File: src/rtl/dma_gate_pkg.sv
package dma_gate_pkg;
   localparam int unsigned WORD_W   = 32;
   localparam int unsigned IDX_CTRL = 0;
   localparam int unsigned IDX_ADDR = 1;
   localparam int unsigned IDX_CNT  = 2;

   typedef enum logic [1:0] {
      CW_KEEP  = 2'd0,
      CW_STORE = 2'd1,
      CW_FLUSH = 2'd2,
      CW_RESET = 2'd3
   } ctrl_act_e;

   typedef logic [WORD_W-1:0] word_t;
endpackage

File: src/rtl/dma_gate_ctrl.sv
module dma_gate_ctrl
   import dma_gate_pkg::*;
#(
   parameter int unsigned PEND_BIT  = 0,
   parameter int unsigned EN_BIT    = 4,
   parameter int unsigned FLUSH_BIT = 6,
   parameter int unsigned RST_BIT   = 7,
   parameter int unsigned LOAD_BIT  = 26,
   parameter word_t       VERSION   = 32'hA000_0000
) (
   input  logic  clk,
   input  logic  rst_n,
   input  logic  wr,
   input  word_t wdata,
   input  logic  done,
   output word_t ctrl_q,
   output logic  irq
);
   localparam word_t RELOAD = VERSION | (word_t'(1) << LOAD_BIT);

   ctrl_act_e act;
   word_t     ctrl_n;

   always_comb begin
      if (!wr)                  act = CW_KEEP;
      else if (wdata[RST_BIT])  act = CW_RESET;
      else if (wdata[FLUSH_BIT]) act = CW_FLUSH;
      else                      act = CW_STORE;
   end

   always_comb begin
      ctrl_n = ctrl_q;
      unique case (act)
         CW_RESET: ctrl_n = RELOAD;
         CW_FLUSH: ctrl_n[PEND_BIT] = 1'b0;
         CW_STORE: begin
            ctrl_n           = wdata;
            ctrl_n[PEND_BIT] = ctrl_q[PEND_BIT] & ~wdata[PEND_BIT];
         end
         default: ctrl_n = ctrl_q;
      endcase
      if (done) ctrl_n[PEND_BIT] = 1'b1;
   end

   always_ff @(posedge clk) begin
      if (!rst_n) ctrl_q <= '0;
      else        ctrl_q <= ctrl_n;
   end

   assign irq = ctrl_q[PEND_BIT] & ctrl_q[EN_BIT];
endmodule

File: src/rtl/dma_gate_ptr.sv
module dma_gate_ptr #(
   parameter int unsigned PTR_W = 32,
   parameter int unsigned STEP  = 1
) (
   input  logic             clk,
   input  logic             rst_n,
   input  logic             wr,
   input  logic [PTR_W-1:0] wdata,
   input  logic             adv,
   output logic [PTR_W-1:0] ptr_q
);
   localparam logic [PTR_W-1:0] INC = PTR_W'(STEP);

   always_ff @(posedge clk) begin
      if (!rst_n)   ptr_q <= '0;
      else if (wr)  ptr_q <= wdata;
      else if (adv) ptr_q <= ptr_q + INC;
   end
endmodule

File: src/rtl/dma_gate_aux.sv
module dma_gate_aux #(
   parameter int unsigned NAUX = 2,
   parameter int unsigned DW   = 32
) (
   input  logic                     clk,
   input  logic                     rst_n,
   input  logic [NAUX-1:0]          wr,
   input  logic [DW-1:0]            wdata,
   output logic [NAUX-1:0][DW-1:0]  regs_q
);
   for (genvar g = 0; g < NAUX; g++) begin : g_word
      always_ff @(posedge clk) begin
         if (!rst_n)     regs_q[g] <= '0;
         else if (wr[g]) regs_q[g] <= wdata;
      end
   end
endmodule

File: src/rtl/dma_gate_ctl.sv
module dma_gate_ctl
   import dma_gate_pkg::*;
#(
   parameter int unsigned NREGS     = 4,
   parameter int unsigned BUS_AW    = 8,
   parameter int unsigned PEND_BIT  = 0,
   parameter int unsigned EN_BIT    = 4,
   parameter int unsigned FLUSH_BIT = 6,
   parameter int unsigned RST_BIT   = 7,
   parameter int unsigned DIR_BIT   = 8,
   parameter int unsigned LOAD_BIT  = 26,
   parameter logic [31:0] VERSION   = 32'hA000_0000
) (
   input  logic              clk,
   input  logic              rst_n,
   input  logic              bus_wr,
   input  logic [BUS_AW-1:0] bus_addr,
   input  logic [31:0]       bus_wdata,
   output logic [31:0]       bus_rdata,
   input  logic              cmd_done,
   input  logic              beat_req,
   input  logic              beat_ack,
   output logic [31:0]       mem_addr,
   output logic              mem_dir,
   output logic              mem_stb,
   output logic              irq
);
   localparam int unsigned IDX_W = $clog2(NREGS);
   localparam int unsigned IDX_H = IDX_W + 1;
   localparam int unsigned NAUX  = NREGS - 2;

   if (NREGS < 3 || (NREGS & (NREGS - 1)) != 0) begin : g_bad_nregs
      $error("NREGS must be a power of two of at least 4");
   end
   if (BUS_AW < IDX_H + 1) begin : g_bad_aw
      $error("BUS_AW too narrow for NREGS");
   end
   if (PEND_BIT == EN_BIT || FLUSH_BIT == RST_BIT || PEND_BIT == RST_BIT ||
       PEND_BIT == FLUSH_BIT || DIR_BIT >= WORD_W || LOAD_BIT >= WORD_W) begin : g_bad_bits
      $error("control bit positions overlap or exceed the word");
   end

   logic [IDX_W-1:0]     idx;
   logic                 wr_ctrl, wr_addr;
   logic [NAUX-1:0]      wr_aux;
   word_t                ctrl_q;
   logic [NAUX-1:0][31:0] aux_q;
   logic                 step;

   assign idx     = bus_addr[IDX_H:2];
   assign wr_ctrl = bus_wr && (idx == IDX_W'(IDX_CTRL));
   assign wr_addr = bus_wr && (idx == IDX_W'(IDX_ADDR));
   assign step    = beat_req && beat_ack;

   for (genvar g = 0; g < NAUX; g++) begin : g_auxsel
      assign wr_aux[g] = bus_wr && (idx == IDX_W'(g + IDX_CNT));
   end

   dma_gate_ctrl #(
      .PEND_BIT (PEND_BIT),
      .EN_BIT   (EN_BIT),
      .FLUSH_BIT(FLUSH_BIT),
      .RST_BIT  (RST_BIT),
      .LOAD_BIT (LOAD_BIT),
      .VERSION  (VERSION)
   ) i_ctrl (
      .clk   (clk),
      .rst_n (rst_n),
      .wr    (wr_ctrl),
      .wdata (bus_wdata),
      .done  (cmd_done),
      .ctrl_q(ctrl_q),
      .irq   (irq)
   );

   dma_gate_ptr #(
      .PTR_W(32),
      .STEP (1)
   ) i_ptr (
      .clk  (clk),
      .rst_n(rst_n),
      .wr   (wr_addr),
      .wdata(bus_wdata),
      .adv  (step),
      .ptr_q(mem_addr)
   );

   dma_gate_aux #(
      .NAUX(NAUX),
      .DW  (32)
   ) i_aux (
      .clk   (clk),
      .rst_n (rst_n),
      .wr    (wr_aux),
      .wdata (bus_wdata),
      .regs_q(aux_q)
   );

   always_comb begin
      if (idx == IDX_W'(IDX_CTRL))      bus_rdata = ctrl_q;
      else if (idx == IDX_W'(IDX_ADDR)) bus_rdata = mem_addr;
      else                              bus_rdata = aux_q[idx - IDX_W'(IDX_CNT)];
   end

   assign mem_dir = ctrl_q[DIR_BIT];
   assign mem_stb = beat_req;
endmodule

File: config.mk
export PLATFORM = sky130hd
export DESIGN_NAME = dma_gate_ctl
export DESIGN_NICKNAME = d
export VERILOG_FILES = /design/src/rtl/dma_gate_pkg.sv /design/src/rtl/dma_gate_ctrl.sv /design/src/rtl/dma_gate_ptr.sv /design/src/rtl/dma_gate_aux.sv /design/src/rtl/dma_gate_ctl.sv
export SDC_FILE = /design/constraint.sdc
export NUM_CORES = 1
export LEC_CHECK = 0
export ABC_AREA = 1
export BUFFER_PORTS_ARGS = -buffer_cell sky130_fd_sc_hd__buf_2
export CORE_AREA = 3 3 132 134
export DETAILED_ROUTE_END_ITERATION = 6
export DIE_AREA = 0 0 135 137
export PLACE_DENSITY = 0.58
export SETUP_SLACK_MARGIN = 0.05
export SLEW_MARGIN = 0
export SYNTH_ARGS = -nofsm -noshare
export SYNTH_HDL_FRONTEND = slang
export SYNTH_SLANG_ARGS = --single-unit
export TNS_END_PERCENT = 30
File: constraint.sdc
create_clock -name clk -period 3.6 [get_ports clk]
set_clock_uncertainty 0.2 [all_clocks]
set_input_delay 0.36 -clock clk [delete_from_list [all_inputs] [get_ports clk]]
set_output_delay 0.36 -clock clk [all_outputs]
set_load 0.01 [all_outputs]
After elaboration in Yosys (flattened, before gate mapping):

Index checks and enable logic that the tools add are counted.

* register bits: 128
* logic and storage cells: 39

* $lt $le $gt $ge: 1
* add/sub/neg operators: 2
* equality and inequality tests: 6
* mux-type cells: 12
* bitwise gates (word level): 3
* reduce and logical (&&, ||, !) cells: 10

Operator list (count)
* 32-bit 2-to-1 mux: 6
* 31-bit one-hot mux with 2 select lines: 1
* 32-bit by 1-bit adder with 32-bit output, second input constant: 1
* 2-bit == test, second input constant: 4
* 2-bit 2-to-1 mux: 3
* 1-bit logical AND: 5
* 2-bit by 1-bit == test with 1-bit output, second input constant: 2
* 2-bit nonzero test: 2
* 3-bit nonzero test: 1
* 1-bit bitwise AND: 2
* 2-bit logical NOT: 1
* 2-bit < comparator, second input constant: 1
* 1-bit one-hot mux with 2 select lines: 1
* 2-bit OR reduction: 1
* 2-bit subtractor, second input constant: 1
* 1-bit 2-to-1 mux: 1
* 1-bit NOT: 1

Depth between registers and ports, before layout:

* depth after elaboration: 7
* gate-level depth with buffers: 11
* depth with buffers taken out: 10

Hierarchy:

A second synthesis with hierarchy kept.

* cell total of the unflattened synthesis: 1153
* area, all modules: 7318.3 µm²

Modules (own cells, without submodules)
* dma_gate_aux: area an instance 2572.5 µm², cells an instance 373, sequential area each 1281.2 µm², times used 1
* dma_gate_ptr: area an instance 2194.6 µm², cells an instance 336, sequential area each 640.6 µm², times used 1
* dma_gate_ctl: area an instance 1288.7 µm², cells an instance 290, sequential area each 0.0 µm², times used 1
* dma_gate_ctrl: area an instance 1262.5 µm², cells an instance 154, sequential area each 640.6 µm², times used 1

Least setup slack after synthesis:

No wires, ideal clock.

* kind: input-to-output
* start point: input bus_addr[2]
* end point: output bus_rdata[17]
* data required time: 3.040 ns
* stages on the path: 6
* arrival: 1.320 ns
* path slack: 1.720 ns
* path buffers: 2
* cell sequence: buf_4 > inv_4 > nor2_4 > clkbuf_1 > nand2_1 > a31oi_1

* longest elaborated chain between the ends: 5

RTL lines
* start, declared: RTL line dma_gate_ctl.sv:17 `input logic [BUS_AW-1:0] bus_addr,`
* 2-bit subtractor: RTL line dma_gate_ctl.sv:102 `else bus_rdata = aux_q[idx - IDX_W'(IDX_CNT)];`
* 32-bit 2-to-1 mux (implied by the code) (2 in series): RTL line dma_gate_ctl.sv:102
* 32-bit 2-to-1 mux: RTL line dma_gate_ctl.sv:101 `else if (idx == IDX_W'(IDX_ADDR)) bus_rdata = mem_addr;`
* 32-bit 2-to-1 mux (*): RTL line dma_gate_ctl.sv:100 `if (idx == IDX_W'(IDX_CTRL)) bus_rdata = ctrl_q;`
* end, declared: RTL line dma_gate_ctl.sv:19 `output logic [31:0] bus_rdata,`

Mark *: on every way between the ends. The rest lies on a longest branch, timed or not. The select of a mux whose other input is x is not followed.

Worst setup path after layout:

* start point: input bus_addr[2]
* end point: output bus_rdata[6]

Same word-level chain as after synthesis.

==> flow_metrics.tcl <==
set metrics [dict create \
    status "complete, no violations" \
    clk_latency_ps 430 \
    final_area_um2 7750 \
    async_reset_ff_share_pct 0 \
    htreeDepth 4 \
    fin_total_pwr_mw 3.52 \
    path_clk_slew_ps 60 \
    row_count 47 \
    core_um2 16400 \
    power.density_nw_per_um2 455 \
    yosys_register_bits 128 \
    worst-path-buf-inv 4 \
    syn_avg_cell_area_um2 6.55 \
    grt_max_degree 45 \
    use_met1_pct 33.3 \
    detail_route.wl_per_cell_um 17.8 \
    cp_top_family "buffers and inverters" \
    busiest_layer "met2" \
    seqPwrFrac_pct 43.0 \
    critPathLaunchType "input port" \
    met3_usage_pct 4.41 \
    r2r-end "i_ptr.ptr_q[24]" \
    crit_chain "buf_2 > nand2_1 > inv_2 > buf_4 > nand2_1 > a31oi_1 > buf_2" \
    initial_utilization_pct 39.8 \
    cts_tree "built" \
    yosys_warnings 0 \
    yosysSeqAreaShare_pct 39.2 \
    nets 1126 \
    final_layout_size_suffix_gt1_share_pct 16.0 \
    vias_per_cell 5.30 \
    required_ps 3040 \
    utilization_pct 47.2 \
    maxCapViolCount 0 \
    post_cts_resized 0 \
    die_h_um 137 \
    syn_to_final_growth_pct 18.6 \
    postCtsSetupBuffers 0 \
    leakagePower_nw 3.16 \
    drtAntennaViolNets 0 \
    synthCells 997 \
    p_int_mw 2.55 \
    grtUsageTotal_pct 25.6 \
    timing.rr.start "i_ptr.ptr_q[1]" \
    diodes 0 \
    fin_crit_ps 2620 \
    hold_start "bus_wdata[0]" \
    io_buffers 106 \
    drt_iter0_drc 579 \
    post-place-ws_ps 994 \
    fin_ws_ps 976 \
    min_path_cells 3 \
    max_slew.worst_pin.slew_ps 605 \
    totalWireLength_um 23400 \
    drt_pre_antenna_iters 5 \
    arrival_ps 2060 \
    relSlewSlack_pct 59.5 \
    hold_class "in2reg" \
    grt_pass1_vias 6497 \
    drcViolationCount 0 \
    syn_nets 1044 \
    grtUsageMet2_pct 43.7 \
    grt.overflow.total 0 \
    yosysUniqueCellTypes 29 \
    worstPathMaxFanout 24 \
    worstRegToRegCells 10 \
    worst_setup_path_end_kind "primary output" \
    dieArea_um2 18500 \
    final_cell_mix "nand2_1, dfxtp_1, a21oi_1" \
    rsz0062_at_grt "no" \
    fmax_mhz 381 \
    slowest_delay_ps 410 \
    clockRootBuffer "clkbuf_16" \
    fin_crit_sh_pct 72.9 \
    antenna_found_initial 0 \
    hold_end "i_aux.regs_q[32]" \
    grt_pass1_wl_um 36300 \
    globalplace.congestion 0.905 \
    synth-edff-count 0 \
    die_w_um 135 \
    netSwitchingPower_mw 0.969 \
    setup_tns_ps 0 \
    r2r_setup_slack_ps 1490 \
    cts_buffers 17 \
    slew_violations 0 \
    irDropWorstVdd_v 0.000366 \
    placed_cell_area_um2 7200 \
    num_vias 6958 \
    ys_dominant_reg_cell "dfxtp_1" \
    cts.sinks 128 \
    combPwrFrac_pct 11.3 \
    io_pins 113 \
    mostFrequentLayoutCell "nand2_1" \
    swShare_pct 27.5 \
    hold_viol 0 \
    clockPowerShare_pct 45.6 \
    hpwl_um 15900 \
    cpMaxStageDelayCell "inv_2" \
    syn-cell-area_um2 6530 \
    critical_path_class "in2out" \
    cts_buffer_depth 2 \
    setup_viol 0 \
]
-- power by group through the flow --
stage | Clock [mW] | Sequential, mW | Combinational, mW
floorplan | 0 | 1.54 | 0.233
global route | 1.70 | 1.52 | 0.443
global placement | 0 | 1.55 | 0.395
finish | 1.61 | 1.52 | 0.400
CTS | 1.63 | 1.52 | 0.399
detailed placement | 0 | 1.55 | 0.397
-- flip-flops by register name, summed over array words and instances, names as in the netlist --
signal and count:
i_ptr.ptr_q 32, i_aux.regs_q 64, i_ctrl.ctrl_q 32
-- what timing repair did --
action / in CTS / in global routing
hold endpoints to repair: 1 / 0
endpoints found under the setup margin: 0 / 0
hold buffers: 1 / 0
-- worst max path at each step --
stage                startpoint             to  slack (ps)  cells past startpoint
finish              bus_addr[2]   bus_rdata[6]         980                      7
floorplan           bus_addr[2]  bus_rdata[17]        1720                      6
detailed placement  bus_addr[2]  bus_rdata[17]         990                      7
global route        bus_addr[2]   bus_rdata[7]         860                      7
CTS                 bus_addr[2]  bus_rdata[17]        1000                      7
global placement    bus_addr[2]  bus_rdata[17]         970                      7
-- cell type report --
class	instances	area, µm²
clock buffers	21	450
clock inverters	11	91.3
fillers	1761	8660
inverters	102	385
multi-input cells	707	3310
flip-flops and latches	128	2560
well taps	220	275
repair buffers	123	673
-- tightest hold or removal path, cell delays in order --
cell and delay [ps]:
buf_2 110, nand3_1 70, a21oi_1 60
-- cells in the mapped netlist (all sizes together) (5+ instances only) --
cell type / number / area [µm²]
nand2: 261 / 995
dfxtp: 128 / 2560
a21oi: 120 / 601
inv: 102 / 385
nor2: 88 / 388
o21ai: 88 / 440
nand3: 77 / 385
buf: 33 / 180
a31oi: 31 / 194
clkbuf: 27 / 101
o22ai: 15 / 93.8
nor3: 9 / 50.1
xor2: 5 / 43.8
-- through the flow --
| stage | hold slack (ps) | cells |
|---|---|---|
| after floorplan | 224 | 997 |
| after detailed placement | 243 | 1279 |
| after global routing | 8.95 | 1312 |
| after global placement | 239 | 1279 |
| final | 15.5 | 1312 |
| after CTS | 4.52 | 1312 |
-- layer usage --
layer | routed length [µm] | up-vias
met5 | 0 | -
met4 | 437 | 0
met3 | 1270 | 31
met2 | 11300 | 226
met1 | 10400 | 3262
li1 | - | 3439
-- cells by family after synthesis --
group / count (synthesis) / synth area share [%]
simple gates: 438 / 28.2
compound gates: 260 / 21.1
buf+inv: 162 / 10.2
flops: 128 / 39.2
xor+xnor: 8 / 1.07
fa+ha+maj: 1 / 0.192
Power figures use the tool's default switching activity.
